### src/rtl/opx_pkg.sv
package opx_pkg;
  typedef enum logic [1:0] {
    ELEM_36  = 2'd0,
    ELEM_48  = 2'd1,
    ELEM_60  = 2'd2,
    ELEM_RSV = 2'd3
  } elem_t;

  localparam int unsigned UNIT_BITS = 12;
  localparam int unsigned NIB_BITS  = 4;
  localparam int unsigned W36 = 36;
  localparam int unsigned W48 = 48;
  localparam int unsigned W60 = 60;
endpackage

### src/rtl/opx_addr_gen.sv
module opx_addr_gen
  import opx_pkg::*;
#(
  parameter int unsigned IDX_W  = 16,
  localparam int unsigned UNIT_W = IDX_W + 3,
  localparam int unsigned NIB_W  = UNIT_W + 2
) (
  input  logic [IDX_W-1:0] idx_i,
  input  elem_t            type_i,
  output logic [NIB_W-1:0] nib_addr_o
);
  logic [UNIT_W-1:0] idx_ext;
  logic [UNIT_W-1:0] unit_addr;

  assign idx_ext = UNIT_W'(idx_i);

  // scale by 3, 4 or 5 using shift-and-add
  always_comb begin
    unique case (type_i)
      ELEM_36: unit_addr = (idx_ext << 1) + idx_ext;
      ELEM_48: unit_addr = idx_ext << 2;
      ELEM_60: unit_addr = (idx_ext << 2) + idx_ext;
      default: unit_addr = '0;
    endcase
  end

  // a 12-bit unit is three nibbles
  assign nib_addr_o = (NIB_W'(unit_addr) << 1) + NIB_W'(unit_addr);
endmodule

### src/rtl/opx_nib_shift.sv
module opx_nib_shift #(
  parameter int unsigned WIN_W = 128,
  parameter int unsigned SH_W  = 4
) (
  input  logic [WIN_W-1:0] data_i,
  input  logic [SH_W-1:0]  sh_i,
  output logic [WIN_W-1:0] data_o
);
  logic [WIN_W-1:0] stage [SH_W+1];

  assign stage[0] = data_i;

  // log stages, stage s moves 4*2^s bits
  for (genvar s = 0; s < SH_W; s++) begin : g_stage
    assign stage[s+1] = sh_i[s] ? (stage[s] >> (4 * (1 << s))) : stage[s];
  end

  assign data_o = stage[SH_W];
endmodule

### src/rtl/opx_width_mask.sv
module opx_width_mask
  import opx_pkg::*;
#(
  parameter int unsigned OUT_W = 60
) (
  input  logic [OUT_W-1:0] raw_i,
  input  elem_t            type_i,
  output logic [OUT_W-1:0] data_o
);
  localparam logic [OUT_W-1:0] M36 = OUT_W'((65'd1 << W36) - 65'd1);
  localparam logic [OUT_W-1:0] M48 = OUT_W'((65'd1 << W48) - 65'd1);
  localparam logic [OUT_W-1:0] M60 = OUT_W'((65'd1 << W60) - 65'd1);

  logic [OUT_W-1:0] mask;

  always_comb begin
    unique case (type_i)
      ELEM_36: mask = M36;
      ELEM_48: mask = M48;
      ELEM_60: mask = M60;
      default: mask = '0;
    endcase
  end

  assign data_o = raw_i & mask;
endmodule

### src/rtl/operand_extract_12u.sv
module operand_extract_12u
  import opx_pkg::*;
#(
  parameter int unsigned IDX_W  = 16,
  parameter int unsigned WORD_W = 64,
  parameter int unsigned WIN_W  = 128,
  parameter int unsigned OUT_W  = 60,
  localparam int unsigned NIB_W   = IDX_W + 5,
  localparam int unsigned SH_W    = $clog2(WORD_W / NIB_BITS),
  localparam int unsigned WADDR_W = NIB_W - SH_W
) (
  input  logic               clk_i,
  input  logic               rst_ni,
  input  logic               req_valid_i,
  input  logic [1:0]         req_type_i,
  input  logic [IDX_W-1:0]   req_idx_i,
  output logic [WADDR_W-1:0] win_addr_o,
  input  logic [WIN_W-1:0]   win_data_i,
  output logic [OUT_W-1:0]   operand_o,
  output logic               valid_o
);
  elem_t            req_type;
  logic [NIB_W-1:0] nib_addr;
  logic             req_ok;

  assign req_type = elem_t'(req_type_i);
  assign req_ok   = req_valid_i && (req_type != ELEM_RSV);

  opx_addr_gen #(.IDX_W(IDX_W)) i_addr_gen (
    .idx_i      (req_idx_i),
    .type_i     (req_type),
    .nib_addr_o (nib_addr)
  );

  // stage 1: window address to memory
  logic               s1_valid_q;
  elem_t              s1_type_q;
  logic [SH_W-1:0]    s1_sh_q;
  logic [WADDR_W-1:0] s1_waddr_q;

  always_ff @(posedge clk_i or negedge rst_ni) begin
    if (!rst_ni) begin
      s1_valid_q <= 1'b0;
      s1_type_q  <= ELEM_36;
      s1_sh_q    <= '0;
      s1_waddr_q <= '0;
    end else begin
      s1_valid_q <= req_ok;
      if (req_ok) begin
        s1_type_q  <= req_type;
        s1_sh_q    <= nib_addr[SH_W-1:0];
        s1_waddr_q <= nib_addr[NIB_W-1:SH_W];
      end
    end
  end

  assign win_addr_o = s1_waddr_q;

  logic [WIN_W-1:0] shifted;
  logic [OUT_W-1:0] masked;

  opx_nib_shift #(.WIN_W(WIN_W), .SH_W(SH_W)) i_nib_shift (
    .data_i (win_data_i),
    .sh_i   (s1_sh_q),
    .data_o (shifted)
  );

  opx_width_mask #(.OUT_W(OUT_W)) i_width_mask (
    .raw_i  (shifted[OUT_W-1:0]),
    .type_i (s1_type_q),
    .data_o (masked)
  );

  // stage 2: aligned operand
  elem_t out_type_q;

  always_ff @(posedge clk_i or negedge rst_ni) begin
    if (!rst_ni) begin
      valid_o    <= 1'b0;
      operand_o  <= '0;
      out_type_q <= ELEM_36;
    end else begin
      valid_o <= s1_valid_q;
      if (s1_valid_q) begin
        operand_o  <= masked;
        out_type_q <= s1_type_q;
      end
    end
  end

  AST_REQ_TO_S1: assert property (@(posedge clk_i) disable iff (!rst_ni)
    s1_valid_q == $past(req_valid_i && (req_type_i != 2'd3)));
  AST_OUT_LATENCY: assert property (@(posedge clk_i) disable iff (!rst_ni)
    valid_o == $past(s1_valid_q));
  AST_HOLD_IDLE: assert property (@(posedge clk_i) disable iff (!rst_ni)
    !valid_o |-> $stable(operand_o));
  AST_UPPER_ZERO_36: assert property (@(posedge clk_i) disable iff (!rst_ni)
    (valid_o && out_type_q == ELEM_36) |-> (operand_o[OUT_W-1:W36] == '0));
  AST_UPPER_ZERO_48: assert property (@(posedge clk_i) disable iff (!rst_ni)
    (valid_o && out_type_q == ELEM_48) |-> (operand_o[OUT_W-1:W48] == '0));
  AST_ALIGN_48: assert property (@(posedge clk_i) disable iff (!rst_ni)
    (s1_valid_q && s1_type_q == ELEM_48) |-> (s1_sh_q[1:0] == 2'b00));
endmodule

### config.mk
export PLATFORM = sky130hd
export DESIGN_NAME = operand_extract_12u
export DESIGN_NICKNAME = d
export VERILOG_FILES = /design/src/rtl/opx_pkg.sv /design/src/rtl/opx_addr_gen.sv /design/src/rtl/opx_nib_shift.sv /design/src/rtl/opx_width_mask.sv /design/src/rtl/operand_extract_12u.sv
export SDC_FILE = /design/constraint.sdc
export NUM_CORES = 1
export LEC_CHECK = 0
export BUFFER_PORTS_ARGS = -buffer_cell sky130_fd_sc_hd__buf_2
export CORE_ASPECT_RATIO = 0.9
export CORE_MARGIN = 4
export CORE_UTILIZATION = 55
export CTS_CLUSTER_DIAMETER = 40
export DETAILED_ROUTE_END_ITERATION = 6
export PLACE_DENSITY = 0.81
export SYNTH_ARGS = -nofsm -noshare
export SYNTH_HDL_FRONTEND = slang
export SYNTH_SLANG_ARGS = --single-unit
### constraint.sdc
create_clock -name clk_i -period 2.3 [get_ports clk_i]
set_clock_uncertainty 0.15 [all_clocks]
set_input_delay 0.23 -clock clk_i [delete_from_list [all_inputs] [get_ports clk_i]]
set_output_delay 0.23 -clock clk_i [all_outputs]
set_load 0.05 [all_outputs]
Yosys cells after proc, flatten, opt, wreduce, memory -nomap -nowiden
Index checks and enable logic that the tools add are counted.
{"block": "word_totals", "regBits": 85, "output_inout_bits": 78, "wordCells": 24}
{"block": "classes", "addsub": 3, "n_eq_ne": 5, "n_mux": 6, "bitwise": 1, "n_reduce_logical": 3}
{"op": "one-hot mux 60 bit (3 select lines)", "count": 1}
{"op": "two-way mux 116 bit", "count": 1}
{"op": "two-way mux 108 bit", "count": 1}
{"op": "two-way mux 92 bit", "count": 1}
{"op": "AND 60 bit", "count": 1}
{"op": "two-way mux 60 bit", "count": 1}
{"op": "one-hot mux 19 bit (3 select lines)", "count": 1}
{"op": "adder 20 x 19 -> 21 bit", "count": 1}
{"op": "adder 18 x 16 -> 19 bit", "count": 1}
{"op": "adder 17 x 16 -> 18 bit", "count": 1}
{"op": "== test 2 x 1 -> 1 bit (second input constant)", "count": 2}
{"op": "== test 2 bit (second input constant)", "count": 2}
{"op": "zero test 2 bit", "count": 2}
{"op": "!= test 2 bit (second input constant)", "count": 1}
{"op": "logical AND 1 bit", "count": 1}

Longest topological paths before layout
{"block": "depth", "ltp_word": 5, "mapped_depth": 18}

Modules after synthesis
Synthesis repeated with hierarchy kept, for this count alone.
{"block": "unflattened", "hier_cells": 1316, "area_unflattened_um2": 11972.7}
{"module": "opx_nib_shift", "n_inst": 1, "cells_each": 663, "area_per_inst_um2": 5464.0, "seq_area_each_um2": 0.0}
{"module": "operand_extract_12u", "n_inst": 1, "cells_each": 181, "area_per_inst_um2": 3183.1, "seq_area_each_um2": 2127.0}
{"module": "opx_addr_gen", "n_inst": 1, "cells_each": 404, "area_per_inst_um2": 2864.0, "seq_area_each_um2": 0.0}
{"module": "opx_width_mask", "n_inst": 1, "cells_each": 68, "area_per_inst_um2": 461.7, "seq_area_each_um2": 0.0}

Worst setup path before layout
OpenSTA, ideal clock, no wires.
{"block": "synth_timing", "path_type": "input to register", "startpoint": "input req_idx_i[0]", "endpoint": "register s1_waddr_q[14], in the netlist win_addr_o[14]", "setup_time_ps": 77, "arrival_ps": 3436, "path_slack_ps": -1363, "cell_stages": 18, "path_buffers": 0, "cell_sequence": "ha_1 > inv_1 > fa_1 > nand2b_1 > a21oi_1 > a211oi_2 > o31a_1 > xor2_1 > nor2_1 > a221o_1 > ha_1 > a21o_1 > a21o_1 > a21oi_1 > a21o_1 > o311ai_1 > xor2_1 > o21ai_1"}
{"block": "synth_via", "elab_chain_cells": 3}
{"element": "start: declaration", "line": "operand_extract_12u.sv:16", "rtl": "input logic [IDX_W-1:0] req_idx_i,"}
{"element": "adder 18 x 16 -> 19 bit / adder 17 x 16 -> 18 bit (equally long branches)", "line": "opx_addr_gen.sv:22, opx_addr_gen.sv:20"}
{"element": "one-hot mux 19 bit (3 select lines) *", "line": "opx_addr_gen.sv:19", "rtl": "unique case (type_i)"}
{"element": "adder 20 x 19 -> 21 bit *", "line": "opx_addr_gen.sv:28", "rtl": "assign nib_addr_o = (NIB_W'(unit_addr) << 1) + NIB_W'(unit_addr);"}
{"element": "end signal: assignment", "line": "operand_extract_12u.sv:52", "rtl": "s1_waddr_q <= nib_addr[NIB_W-1:SH_W];"}
{"element": "end: declaration", "line": "operand_extract_12u.sv:39", "rtl": "logic [WADDR_W-1:0] s1_waddr_q;"}
Mark *: on every way between the ends. The rest lies on a longest branch, timed or not.
A chain may end at the register's enable or synchronous reset.

Worst setup path after layout
{"block": "layout_timing", "startpoint": "input req_idx_i[4]", "endpoint": "register s1_waddr_q[15], in the netlist win_addr_o[15]"}
Same word-level chain as after synthesis.

==> impl_metrics.json <==
{
  "arrival_ns": 3.63,
  "clock_latency_ns": 0.35,
  "min_period_ns": 3.54,
  "async_flop_share_pct": 100,
  "syn_avg_cell_area_sq_um": 7.69,
  "hpwl_mm": 29.7,
  "worstSetupEndpointType": "flip-flop",
  "htree_levels": 3,
  "slowest_stage": "nor2_1",
  "ys.flop_type": "dfrtp_1",
  "cts_inserted_buffers": 9,
  "finalPower_mw": 12.1,
  "cp_cell_sequence": "clkbuf_4 > ha_1 > nor2_1 > a21oi_2 > a211oi_2 > o21ai_1 > a21boi_1 > xnor2_1 > o211ai_1 > buf_4 > ha_4 > and2_4 > nand3_1 > a41oi_2 > a211oi_2 > xor2_1 > o21ai_1",
  "worst_slew_pin_slew_ns": 0.605,
  "final_area_sq_um": 14300,
  "grt_first_pass_wirelength_mm": 60.3,
  "rows": 46,
  "fp.coreArea_sq_um": 17600,
  "ant_nets": 0,
  "slew_headroom_pct": 59.6,
  "post_drt_wl_per_cell_microns": 22.4,
  "root_buffer": "clkbuf_16",
  "crit_buf_inv": 2,
  "grt_usage_pct": 38.1,
  "synth_top_area_cell": "dfrtp_1",
  "finalHoldViolCount": 0,
  "overflow": 0,
  "period_share_pct": 154,
  "grt_max_degree": 91,
  "post-synth-top-area-fraction_pct": 21.7,
  "crit_path_max_fanout": 5,
  "synthesis.nets": 1482,
  "synthTopCellsByArea": "dfrtp_1 22%, mux2i_1 8.9%, nand2_1 7.3%",
  "drive_gt1_share_pct": 41.6,
  "route.detailed.drc": 0,
  "die_w_microns": 149,
  "vias": 12000,
  "initial_core_util_pct": 55.9,
  "syn_to_final_growth_pct": 45.5,
  "rsz0062_at_grt": "true",
  "place_congestion": 1.05,
  "drtPass1Iterations": 6,
  "ys_ff_latch": 85,
  "avgViaCountPerCell": 6.36,
  "max_freq_mhz": 282,
  "p_leak_nw": 6.55,
  "hp-class": "input port to flip-flop",
  "yosysSeqAreaShare_pct": 21.7,
  "fillers": 1145,
  "tritoncts": "done",
  "report.final.slew_viol_count": 0,
  "synth_edf_count": 0,
  "crit_type": "input port to flip-flop",
  "rrSetupSlack_ns": -0.05,
  "die_area_sq_um": 20100,
  "final_core_util_pct": 81.4,
  "status": "complete, but fails checks",
  "wirelength_mm": 42.3,
  "synth_cells": 1277,
  "grt_pass1_vias": 11000,
  "path_clk_slew_ns": 0.07,
  "drv_cap": 0,
  "dpl-instance-area_sq_um": 12700,
  "synth.distinct_cells": 66,
  "ios": 227,
  "cts_num_sinks": 85,
  "netlist_area_sq_um": 9820,
  "drt_iter0_markers": 1517,
  "yosys.cell_count.top_type": "nand2_1",
  "ys_warn_count": 0,
  "clockBufferDepth": 2,
  "cp_data_required_time_ns": 2.38,
  "cp_slowest_stage_delay_ns": 0.37,
  "yosys-top-cells-count": "192 x nand2_1, 137 x a21oi_1, 87 x mux2i_1, 85 x dfrtp_1, 82 x inv_1",
  "startpoint_type": "input port",
  "critPathTopFamily": "compound AO/OA/AOI/OAI gates",
  "die_h_microns": 135,
  "nets": 1850,
  "violations": "negative setup slack",
  "setup_violations": 20,
  "peakVddDrop_mv": 0.724,
  "antenna_found_initial": 0,
  "antennaDiodeCount": 0,
  "port_buffers": 218,
  "layout_setup_ws_ns": -1.24,
  "power.density_nw_per_um2": 848
}
[power by group]
part / total [mW] / leakage (nW) / switching, mW / internal, mW
Clock: 1.64 / 0.164 / 0.665 / 0.971
Sequential: 2.27 / 1.08 / 0.337 / 1.93
Combinational: 8.21 / 5.30 / 5.16 / 3.05
Total: 12.1 / 6.55 / 6.16 / 5.95
[metrics by stage]
stage          hold WS [ns]  setup WS, ns  instances  setup TNS [ns]
5_1_grt              0.0967         -1.37       1890          -18.34
3_3_place_gp          0.104         -1.48       1847          -19.87
6_report             0.0794         -1.24       1890          -15.50
3_5_place_dp          0.106         -1.51       1847          -20.62
4_1_cts              0.0418         -1.01       1875          -12.30
2_1_floorplan        -0.216         -1.05       1277          -10.58
[worst paths after layout]
| kind | startpoint | end | depth (start not counted) |
|---|---|---|---|
| worst max-delay path | req_idx_i[4] | win_addr_o[15] | 17 |
| worst min-delay path | req_valid_i | s1_sh_q[0] | 3 |
| worst max register to register | s1_sh_q[1] | operand_o[30] | 9 |
| worst min register to register | win_addr_o[3] | win_addr_o[3] | 2 |
| max in group asynchronous | rst_ni | s1_sh_q[1] | 3 |
| min in group asynchronous | rst_ni | operand_o[0] | 2 |
[state kept, by name (all words and copies together) (netlist names)]
register and flops:
operand_o 60, s1_sh_q 4, s1_type_q 2, s1_valid_q 1, valid_o 1, win_addr_o 17
[logic make-up after synthesis]
family	count (synthesis)	share of synthesized area [%]
adders and majority gates	56	7.37
DFF	85	21.7
buffers and inverters	175	7.44
xor gates and xnor gates	34	3.03
AOI/OAI and AO/OA	414	25.8
muxes	137	17.6
and+or+nand+nor	376	17.1
[layer usage]
metal	GRT usage, %	share of wire [%]	vias up
li1	-	-	5362
met3	6.78	11	176
met1	53.4	39	5676
met5	0	0	-
met2	60.0	45	809
met4	12.8	5.0	0
[layout make-up]
cell class / count / area, sq um / share of cell area, %
Clock inverter: 7 / 105 / 0.736
Clock buffer: 9 / 225 / 1.58
Sequential cell: 85 / 2140 / 15.0
Multi-Input combinational cell: 1017 / 8060 / 56.4
Tap cell: 240 / 300 / 2.10
Inverter: 84 / 315 / 2.21
Timing Repair Buffer: 448 / 3140 / 22.0
[worst min-delay path: stages]
cell and delay, ns:
buf_2 0.15, nand2_1 0.07, o21ai_0 0.08
[placed cells by master (no fill, tap or decap), drive strengths merged, types with 4 or more instances in the layout]
cell type  count
a221oi         4
buf          444
nor2          66
xor2          17
mux2i         87
nor2b         27
mux2          24
mux4          26
a211oi        28
and3          14
a21o          14
nand2        193
a211o          4
a31oi         18
nand2b        12
o21ai         87
nor3          15
and2          13
inv           86
a21oi        140
o22ai         58
clkbuf        12
o211ai        17
o31ai          6
ha            53
o21a           9
nand3         20
nand4          7
dfrtp         85
xnor2         17
o21bai         5
[timing repair]
action | in CTS | in global routing
buffers inserted | 11 | 13
hold buffers | 1 | 0
pin swaps | 60 | 40
cloned | 0 | 2
endpoints found under the setup margin | 25 | 65
hold endpoints to repair | 42 | 0
gates resized for setup | 83 | 119
(Power assumes the default switching activity.)
